==> src/rtl/mux_alu_pkg.sv <==
package mux_alu_pkg;

    localparam int CTL_W = 9;

    typedef struct packed {
        logic       force_lsb;   // control line 8
        logic       wrap;        // control line 7
        logic       shr;         // control line 6
        logic       all_carry;   // control line 5
        logic [3:0] feed;        // control lines 4..1, feed[0] is line 1
        logic       inc;         // control line 0
    } ctl_t;

    localparam logic [CTL_W-1:0] OP_ADD   = 9'h00C;
    localparam logic [CTL_W-1:0] OP_ADD1  = 9'h00D;
    localparam logic [CTL_W-1:0] OP_YSUBX = 9'h013;
    localparam logic [CTL_W-1:0] OP_AND   = 9'h02E;
    localparam logic [CTL_W-1:0] OP_OR    = 9'h022;

    function automatic logic feed_pick(input logic [3:0] feed, input logic xb, input logic yb);
        return feed[{xb, yb}];
    endfunction

endpackage

==> src/rtl/mux_alu_feed.sv <==
module mux_alu_feed
    import mux_alu_pkg::*;
#(
    parameter int WIDTH = 10
) (
    input  logic [3:0]       feed,
    input  logic [WIDTH-1:0] x,
    input  logic [WIDTH-1:0] y,
    output logic [WIDTH-1:0] half
);

    for (genvar i = 0; i < WIDTH; i++) begin : g_slice
        assign half[i] = feed_pick(feed, x[i], y[i]);
    end

endmodule

==> src/rtl/mux_alu_chain.sv <==
module mux_alu_chain #(
    parameter int WIDTH = 10
) (
    input  logic [WIDTH-1:0] half,
    input  logic [WIDTH-1:0] y,
    input  logic             inc,
    input  logic             all_carry,
    input  logic             wrap_left,
    output logic [WIDTH-1:0] sum,
    output logic             cout
);

    logic wrap_bit;

    // preliminary pass: yields the MSB carry that a left rotation feeds back
    always_comb begin
        logic c;
        logic ci;
        c = inc;
        for (int i = 0; i < WIDTH; i++) begin
            ci = all_carry | c;
            c  = half[i] ? ci : y[i];
        end
        wrap_bit = c;
    end

    // main pass
    always_comb begin
        logic c;
        logic ci;
        c = inc | (wrap_left & wrap_bit);
        for (int i = 0; i < WIDTH; i++) begin
            ci     = all_carry | c;
            sum[i] = half[i] ^ ci;
            c      = half[i] ? ci : y[i];
        end
        cout = c;
    end

endmodule

==> src/rtl/mux_alu_shift.sv <==
module mux_alu_shift #(
    parameter int WIDTH = 10
) (
    input  logic [WIDTH-1:0] sum,
    input  logic             shr,
    input  logic             wrap,
    input  logic             force_lsb,
    output logic [WIDTH-1:0] out
);

    always_comb begin
        if (shr) out = {wrap & sum[0], sum[WIDTH-1:1]};
        else     out = sum;
        if (force_lsb) out[0] = 1'b1;
    end

endmodule

==> src/rtl/mux_alu.sv <==
module mux_alu
    import mux_alu_pkg::*;
#(
    parameter int WIDTH = 10
) (
    input  logic                 clk,
    input  logic                 rst,
    input  logic                 load,
    input  logic [WIDTH-1:0]     x,
    input  logic [WIDTH-1:0]     y,
    input  logic [CTL_W-1:0]     ctl,
    output logic [WIDTH-1:0]     result,
    output logic                 carry_out,
    output logic                 zero
);

    ctl_t             c;
    logic [WIDTH-1:0] half;
    logic [WIDTH-1:0] sum;
    logic [WIDTH-1:0] shaped;
    logic             cout;
    logic [WIDTH-1:0] res_q;
    logic             cy_q;
    logic             zf_q;

    assign c = ctl_t'(ctl);

    mux_alu_feed #(.WIDTH(WIDTH)) u_feed (
        .feed (c.feed),
        .x    (x),
        .y    (y),
        .half (half)
    );

    mux_alu_chain #(.WIDTH(WIDTH)) u_chain (
        .half      (half),
        .y         (y),
        .inc       (c.inc),
        .all_carry (c.all_carry),
        .wrap_left (c.wrap & ~c.shr),
        .sum       (sum),
        .cout      (cout)
    );

    mux_alu_shift #(.WIDTH(WIDTH)) u_shift (
        .sum       (sum),
        .shr       (c.shr),
        .wrap      (c.wrap),
        .force_lsb (c.force_lsb),
        .out       (shaped)
    );

    always_ff @(posedge clk) begin
        if (rst) begin
            res_q <= '0;
            cy_q  <= 1'b0;
            zf_q  <= 1'b1;
        end else if (load) begin
            res_q <= shaped;
            cy_q  <= cout;
            zf_q  <= (shaped == '0);
        end
    end

    assign result    = res_q;
    assign carry_out = cy_q;
    assign zero      = zf_q;

    assert_zero_flag_R9: assert property (@(posedge clk) disable iff (rst)
        zero == (result == '0));

    assert_hold_R8: assert property (@(posedge clk) disable iff (rst)
        (!$past(rst) && !$past(load)) |-> ($stable(result) && $stable(carry_out) && $stable(zero)));

    assert_force_lsb_R7: assert property (@(posedge clk) disable iff (rst)
        (!$past(rst) && $past(load) && $past(ctl[8])) |-> result[0]);

    assert_shr_fill_R5: assert property (@(posedge clk) disable iff (rst)
        (!$past(rst) && $past(load) && $past(ctl[6]) && !$past(ctl[7]) && !(WIDTH == 1 && $past(ctl[8])))
        |-> !result[WIDTH-1]);

    assert_add_R3: assert property (@(posedge clk) disable iff (rst)
        (!$past(rst) && $past(load) && $past(ctl) == OP_ADD)
        |-> ({carry_out, result} == ({1'b0, $past(x)} + {1'b0, $past(y)})));

    assert_and_R4: assert property (@(posedge clk) disable iff (rst)
        (!$past(rst) && $past(load) && $past(ctl) == OP_AND)
        |-> (result == ($past(x) & $past(y))));

endmodule

==> config.mk <==
export PLATFORM = sky130hd
export DESIGN_NAME = mux_alu
export DESIGN_NICKNAME = d
export VERILOG_FILES = /design/src/rtl/mux_alu_pkg.sv /design/src/rtl/mux_alu_feed.sv /design/src/rtl/mux_alu_chain.sv /design/src/rtl/mux_alu_shift.sv /design/src/rtl/mux_alu.sv
export SDC_FILE = /design/constraint.sdc
export NUM_CORES = 1
export LEC_CHECK = 0
export ABC_AREA = 1
export BUFFER_PORTS_ARGS = -buffer_cell sky130_fd_sc_hd__buf_2
export CORE_ASPECT_RATIO = 1.2
export CORE_MARGIN = 5
export CORE_UTILIZATION = 50
export CTS_BUF_LIST = sky130_fd_sc_hd__clkbuf_2
export DETAILED_ROUTE_END_ITERATION = 7
export PLACE_DENSITY = 0.88
export SLEW_MARGIN = 20
export SYNTH_ARGS = -nofsm -noshare
export SYNTH_HDL_FRONTEND = slang
export SYNTH_SLANG_ARGS = --single-unit
==> constraint.sdc <==
create_clock -name clk -period 4.5 [get_ports clk]
set_clock_uncertainty 0.05 [all_clocks]
set_input_delay 0.225 -clock clk [delete_from_list [all_inputs] [get_ports clk]]
set_output_delay 0.225 -clock clk [all_outputs]
set_load 0.01 [all_outputs]
-- Word level (Yosys, flattened, before mapping)
Index checks and enable logic that the tools add are counted.
Widths: inputs -> output; s select.
- mux-type cells: 42
- bitwise operators: 35
- reduce and logical (&&, ||, !) cells: 1
- $lt $le $gt $ge: 10
- operators with widths (kind ; count):
    $mux 1 ; 31
    $lt 2x3->1 const B ; 10
    $or 1x1->1 ; 21
    $bmux 1 s2 ; 10
    $logic_not 10->1 ; 1
    $mux 10 ; 1
    $xor 1x1->1 ; 10
    $and 1x1->1 ; 3
    $not 1->1 ; 1
- flip-flop bits (word level): 12
- output and inout port bits: 12
- logic and storage cells: 91

-- Longest topological paths before layout
- word-level depth: 46
- depth in mapped cells: 47
- mapped depth without buffers: 47

-- Hierarchy
Synthesis repeated with hierarchy kept, for this count alone.
- cell total of the unflattened synthesis: 269
- area total of the unflattened synthesis: 1393.8 sq um
- by module, submodules not included (module ; times used ; sequential area each (sq um) ; area an instance (sq um) ; cells an instance):
    mux_alu ; 1 ; 240.2 ; 479.2 ; 62
    mux_alu_chain ; 1 ; 0.0 ; 390.4 ; 80
    mux_alu_feed ; 1 ; 0.0 ; 377.9 ; 94
    mux_alu_shift ; 1 ; 0.0 ; 146.4 ; 33

-- Worst setup path before layout
No wires, ideal clock.
- path type: input-to-reg
- start point: input y[2]
- end point: register res_q[9] (netlist: result[9])
- path buffers: 0
- setup slack: 1.421 ns
- arrival time: 2.916 ns
- stages on the path: 42
- cells stage by stage: inv_1 > nand2_1 > a32oi_2 > nor2_1 > nor2_2 > nand2_1 > nand2_1 > nand2_1 > nand2_1 > nand2_1 > nand2_1 > nand2_1 > nand2_1 > nand2_1 > nand2_1 > nand2_1 > nand2_1 > nand3_2 > [... 6 more ...] > nand2_1 > nand2_1 > nand2_2 > nand2_1 > nand2_1 > nand2_1 > nand2_2 > nand2_2 > nand2_2 > nand2_1 > nand2_2 > nand2_2 > nand2_2 > nand3_1 > nand3_1 > nand2_1 > o21ai_1 > inv_1
- word-level cells in the longest chain between the ends: 40
- elaborated cells on any way between the ends: 42
- those cells by class: 20 x mux; 22 x bitwise
- RTL lines (element ; line ; source):
    start: declaration ; mux_alu.sv:10 ; input logic [WIDTH-1:0] y,
    $bmux 1 s2 ; mux_alu_pkg.sv:21 ; return feed[{xb, yb}];
    $mux 1 (implied by the code) ; mux_alu_pkg.sv:21 ;
    $mux 1 ; mux_alu_chain.sv:22 ; c = half[i] ? ci : y[i];
    $or 1x1->1 ; mux_alu_chain.sv:21 ; ci = all_carry | c;
    $mux 1 ; mux_alu_chain.sv:22 ;
    $or 1x1->1 ; mux_alu_chain.sv:21 ;
    $mux 1 ; mux_alu_chain.sv:22 ;
    $or 1x1->1 ; mux_alu_chain.sv:21 ;
    [... 24 more ...] ; - ;
    $mux 1 ; mux_alu_chain.sv:35 ; c = half[i] ? ci : y[i];
    $or 1x1->1 ; mux_alu_chain.sv:33 ; ci = all_carry | c;
    $mux 1 ; mux_alu_chain.sv:35 ;
    $or 1x1->1 ; mux_alu_chain.sv:33 ;
    $mux 1 ; mux_alu_chain.sv:35 ;
    $or 1x1->1 ; mux_alu_chain.sv:33 ;
    $xor 1x1->1 ; mux_alu_chain.sv:34 ; sum[i] = half[i] ^ ci;
    $mux 10 (*) ; mux_alu_shift.sv:12 ; if (shr) out = {wrap & sum[0], sum[WIDTH-1:1]};
    end signal: assignment ; mux_alu.sv:59 ; res_q <= shaped;
    end: declaration ; mux_alu.sv:22 ; logic [WIDTH-1:0] res_q;
Every way passes the cells marked *; elsewhere a longest branch is shown, timed or not. The select of a mux whose other input is x is not followed.
A chain may end at the register's enable or synchronous reset.

-- Final worst setup path
Ends and elaborated chain as after synthesis.

==> results_tabular.tex <==
\begin{tabular}{lr}
\hline
Metric & Value \\
\hline
\multicolumn{2}{l}{\textbf{Power and ir drop}} \\
\quad Maximum VDD drop & 155.1 uV \\
\quad Switching part of the total power & 40.60\% \\
\quad Internal power & 202.9 uW \\
\quad Power share of the clock group & 14.2\% \\
\quad Combinational fraction of design power & 50.8\% \\
\quad Part of the total power dissipated in sequential elements & 35.1\% \\
\quad Tot Pwr & 341.6 uW \\
\quad Total leakage power & 0.9535 nW \\
\quad NetSw & 138.7 uW \\
\quad Pwr dens & 203.5 mW/mm2 \\
\multicolumn{2}{l}{\textbf{STA}} \\
\quad Slew at the pin closest to its max-slew limit & 0.3230 ns \\
\quad Tightest slew margin relative to the limit & 78.24\% \\
\quad Setup repair after global routing missed its margin & false \\
\quad Worst Hold Margin & 0.1838 ns \\
\quad Final critical delay including setup and external delays & 3.336 ns \\
\quad Finish-stage setup viols & 0 \\
\quad Final total negative setup slack & 0 ns \\
\quad Post-route worst setup slack & 1.164 ns \\
\quad Highest clock frequency the design can meet & 299.7 MHz \\
\quad Share of the cycle needed by the critical path after routing & 74.14\% \\
\quad Number of hold violations in the final report & 0 \\
\quad Max-slew violation count & 0 \\
\multicolumn{2}{l}{\textbf{Global routing}} \\
\quad Vias in the first global route & 1459 \\
\quad First-pass GRT wire length & 5.658 mm \\
\quad Global-route met1 utilization & 19.21\% \\
\quad Global route overflow & 0 \\
\quad GRT Max-Usage Layer & met2 \\
\quad Overall Global Routing Usage & 16.30\% \\
\quad Largest net degree at the start of global routing & 17 \\
\quad Met2 usage in global routing & 30.62\% \\
\quad Number of antenna violations at the first check in global routing & 0 \\
\quad Met3 Use GR & 0.5587\% \\
\multicolumn{2}{l}{\textbf{Synth}} \\
\quad Post-synth top cells & 71 x nand2\_1, 32 x inv\_1, 28 x nand3\_1, 28 x nor2\_1, 13 x a21oi\_1 \\
\quad Leading cell types by total area after synthesis & nand2\_1 18\%, dfxtp\_1 16\%, nand3\_1 9.6\% \\
\quad Post-Syn Area per Cell & 5.869 um2 \\
\quad Number of storage elements in the synthesis netlist & 12 \\
\quad Synth area leader & nand2\_1 \\
\quad Sequential cell area fraction in the yosys report & 16.44\% \\
\quad Cell Area, Synth & 0.001461 mm2 \\
\quad Area share of the largest cell type after synthesis & 18.24\% \\
\quad Number of distinct library cells after synthesis & 30 \\
\quad Synthesis Warnings & 0 \\
\quad Leading register cell type out of synthesis & dfxtp\_1 \\
\quad FFs w/ async S/R, synth & 0\% \\
\quad Count of flip-flops with a built-in enable after synthesis & 0 \\
\quad Count of mapped cells out of synthesis & 249 \\
\quad Post-synth net total & 281 \\
\quad Leading cell type by number of instances after synthesis & nand2\_1 \\
\multicolumn{2}{l}{\textbf{CTS}} \\
\quad \# Post-CTS Setup Buffers & 0 \\
\quad CTS tree & done \\
\quad Number of buffers inserted during clock tree synthesis & 3 \\
\quad Buffer depth of the longest clock path & 2 \\
\quad Number of H-tree branching levels & 1 \\
\quad Hold Buf Count CTS & 0 \\
\quad Post-CTS sizing & 0 \\
\quad Clk sinks & 12 \\
\quad Clock root buffer master & clkbuf\_2 \\
\quad Clock insertion delay at the later pin of the skew report & 0.25 ns \\
\quad Clock Pin Slew Worst Setup and Hold Paths & 0.10 ns \\
\multicolumn{2}{l}{\textbf{Finish}} \\
\quad Post-route cell area & 0.001679 mm2 \\
\quad Fill cell count & 292 \\
\quad Post-Layout Cell Count & 324 \\
\quad Register Area & 240.2 um2 \\
\quad Number of nets in the layout & 324 \\
\quad Total area of multi-input combinational cells & 977.2 um2 \\
\quad Fraction of final layout cells sized beyond drive strength 1 & 27.24\% \\
\quad Area added between synthesis and finish & 14.90\% \\
\quad End-of-flow core utilization & 59.72\% \\
\quad Diodes inserted & 0 \\
\multicolumn{2}{l}{\textbf{Setup path}} \\
\quad Type of origin of the critical path & input port \\
\quad Worst EP arrival & 3.44 ns \\
\quad Worst setup path class & in -> reg \\
\quad Cell family with most CP delay & simple AND/OR/NAND/NOR gates \\
\quad Worst endpoint required time & 4.61 ns \\
\quad Biggest cell delay along the critical path & 0.28 ns \\
\quad Crit-path max FO & 4 \\
\quad CP max-delay cell & a32oi\_2 \\
\quad Crit. End Element & flip-flop \\
\quad Critical Path Source & y[2] \\
\quad Launching point of the worst reg2reg path & result[4]\$\_SDFFE\_PP0P\_ \\
\quad Buffers and inverters on the worst path & 3 \\
\quad Cell seen most often among critical-path stages & nand2\_1 \\
\multicolumn{2}{l}{\textbf{Die}} \\
\quad Chip Height & 69.22 um \\
\quad Area of the die & 0.004108 mm2 \\
\quad Core region area & 0.002811 mm2 \\
\quad Number of rows in the core area & 21 \\
\quad Overall die width & 59.35 um \\
\quad Effective utilization at floorplan & 51.98\% \\
\quad I/O Pins & 44 \\
\multicolumn{2}{l}{\textbf{Routing}} \\
\quad Via count of the routed design & 1617 \\
\quad Detailed-route wire length & 3.210 mm \\
\quad DR vias/cell & 4.991 \\
\quad First-iteration detailed-routing DRC count & 47 \\
\quad Number of routed nets with antenna violations & 0 \\
\quad Drt drc & 0 \\
\quad Number of optimization iterations in the first detailed-route pass & 4 \\
\quad Routed length per placed instance & 9.907 um \\
\multicolumn{2}{l}{\textbf{Placement}} \\
\quad Routability Congestion & 0.8151 \\
\quad Post-Place Setup Slack & 0.8830 ns \\
\quad Half-perimeter wire length after placement & 2.798 mm \\
\quad Quantity of I/O buffers inserted on ports & 43 \\
\quad Cell area after placement & 0.001664 mm2 \\
\quad Placed instance count & 321 \\
\multicolumn{2}{l}{\textbf{Job}} \\
\quad Max\_cap viols & 0 \\
\multicolumn{2}{l}{\textbf{Min path}} \\
\quad Hold crit path type & in -> reg \\
\quad Worst Min Path Start & rst \\
\multicolumn{2}{l}{\textbf{Status}} \\
\quad Run status & finished clean \\
\hline
\end{tabular}
-- power groups by stage --
| stage | combinational, mW | sequential (mW) | clock, mW |
|---|---|---|---|
| after global placement | 0.170 | 0.122 | 0 |
| after detailed placement | 0.174 | 0.122 | 0 |
| after floorplan | 0.126 | 0.127 | 0 |
| final | 0.173 | 0.120 | 0.0484 |
| after CTS | 0.175 | 0.120 | 0.0503 |
| after global routing | 0.199 | 0.121 | 0.0536 |
-- placed cells by master, fill, tap and decap left out, types with 2 or more instances in the layout --
master / instances
bufinv_8: 2
o21ai_1: 9
inv_1: 32
buf_2: 43
nand2_2: 11
inv_2: 7
a21oi_1: 13
nand2_1: 71
o211ai_1: 4
nor2_2: 4
dfxtp_1: 12
clkinv_1: 2
nor2_1: 28
o21ai_4: 2
nand3_2: 3
xor2_1: 3
nand3_1: 28
clkbuf_2: 3
a32oi_1: 2
a32oi_2: 3
-- state kept, by name, summed over array words and instances, names as in the netlist --
register / flops
zero: 1
result: 10
carry_out: 1
-- layer usage --
metal | vias to the layer above | share of wire, %
met5 | - | 0
met4 | 0 | 0.56
met3 | 4 | 6.6
met2 | 42 | 49
met1 | 690 | 43
li1 | 881 | -
-- layout make-up --
cell class	instances	share of cell area, %
multi-input combinational	189	58.20
timing repair buffer	43	12.82
clock buffer	3	0.8942
tap	34	2.534
sequential	12	14.31
inverter	43	11.25
-- worst paths after layout --
kind,depth (start not counted),end,slack [ns]
worst max-delay path,43,result[9]$_SDFFE_PP0P_,1.16
worst min-delay path,2,carry_out$_SDFFE_PP0P_,0.18
worst max register to register,4,result[4]$_SDFFE_PP0P_,3.79
worst min register to register,2,carry_out$_SDFFE_PP0P_,0.43
-- worst reg2reg max path, cell delays in order (launching register included) --
cell	delay, ns
dfxtp_1	0.32
nor2_1	0.09
nor2_1	0.04
o21ai_1	0.07
inv_1	0.05
-- cells by family (layout without fill, tap and decap cells) --
family / Yosys count / after routing / synth area share, %
xor gates and xnor gates: 4 / 4 / 2.398
DFF: 12 / 12 / 16.44
buffers and inverters: 48 / 89 / 16.70
and+or+nand+nor: 148 / 148 / 44.78
AOI/OAI and AO/OA: 37 / 37 / 19.69
(Power assumes the default switching activity.)
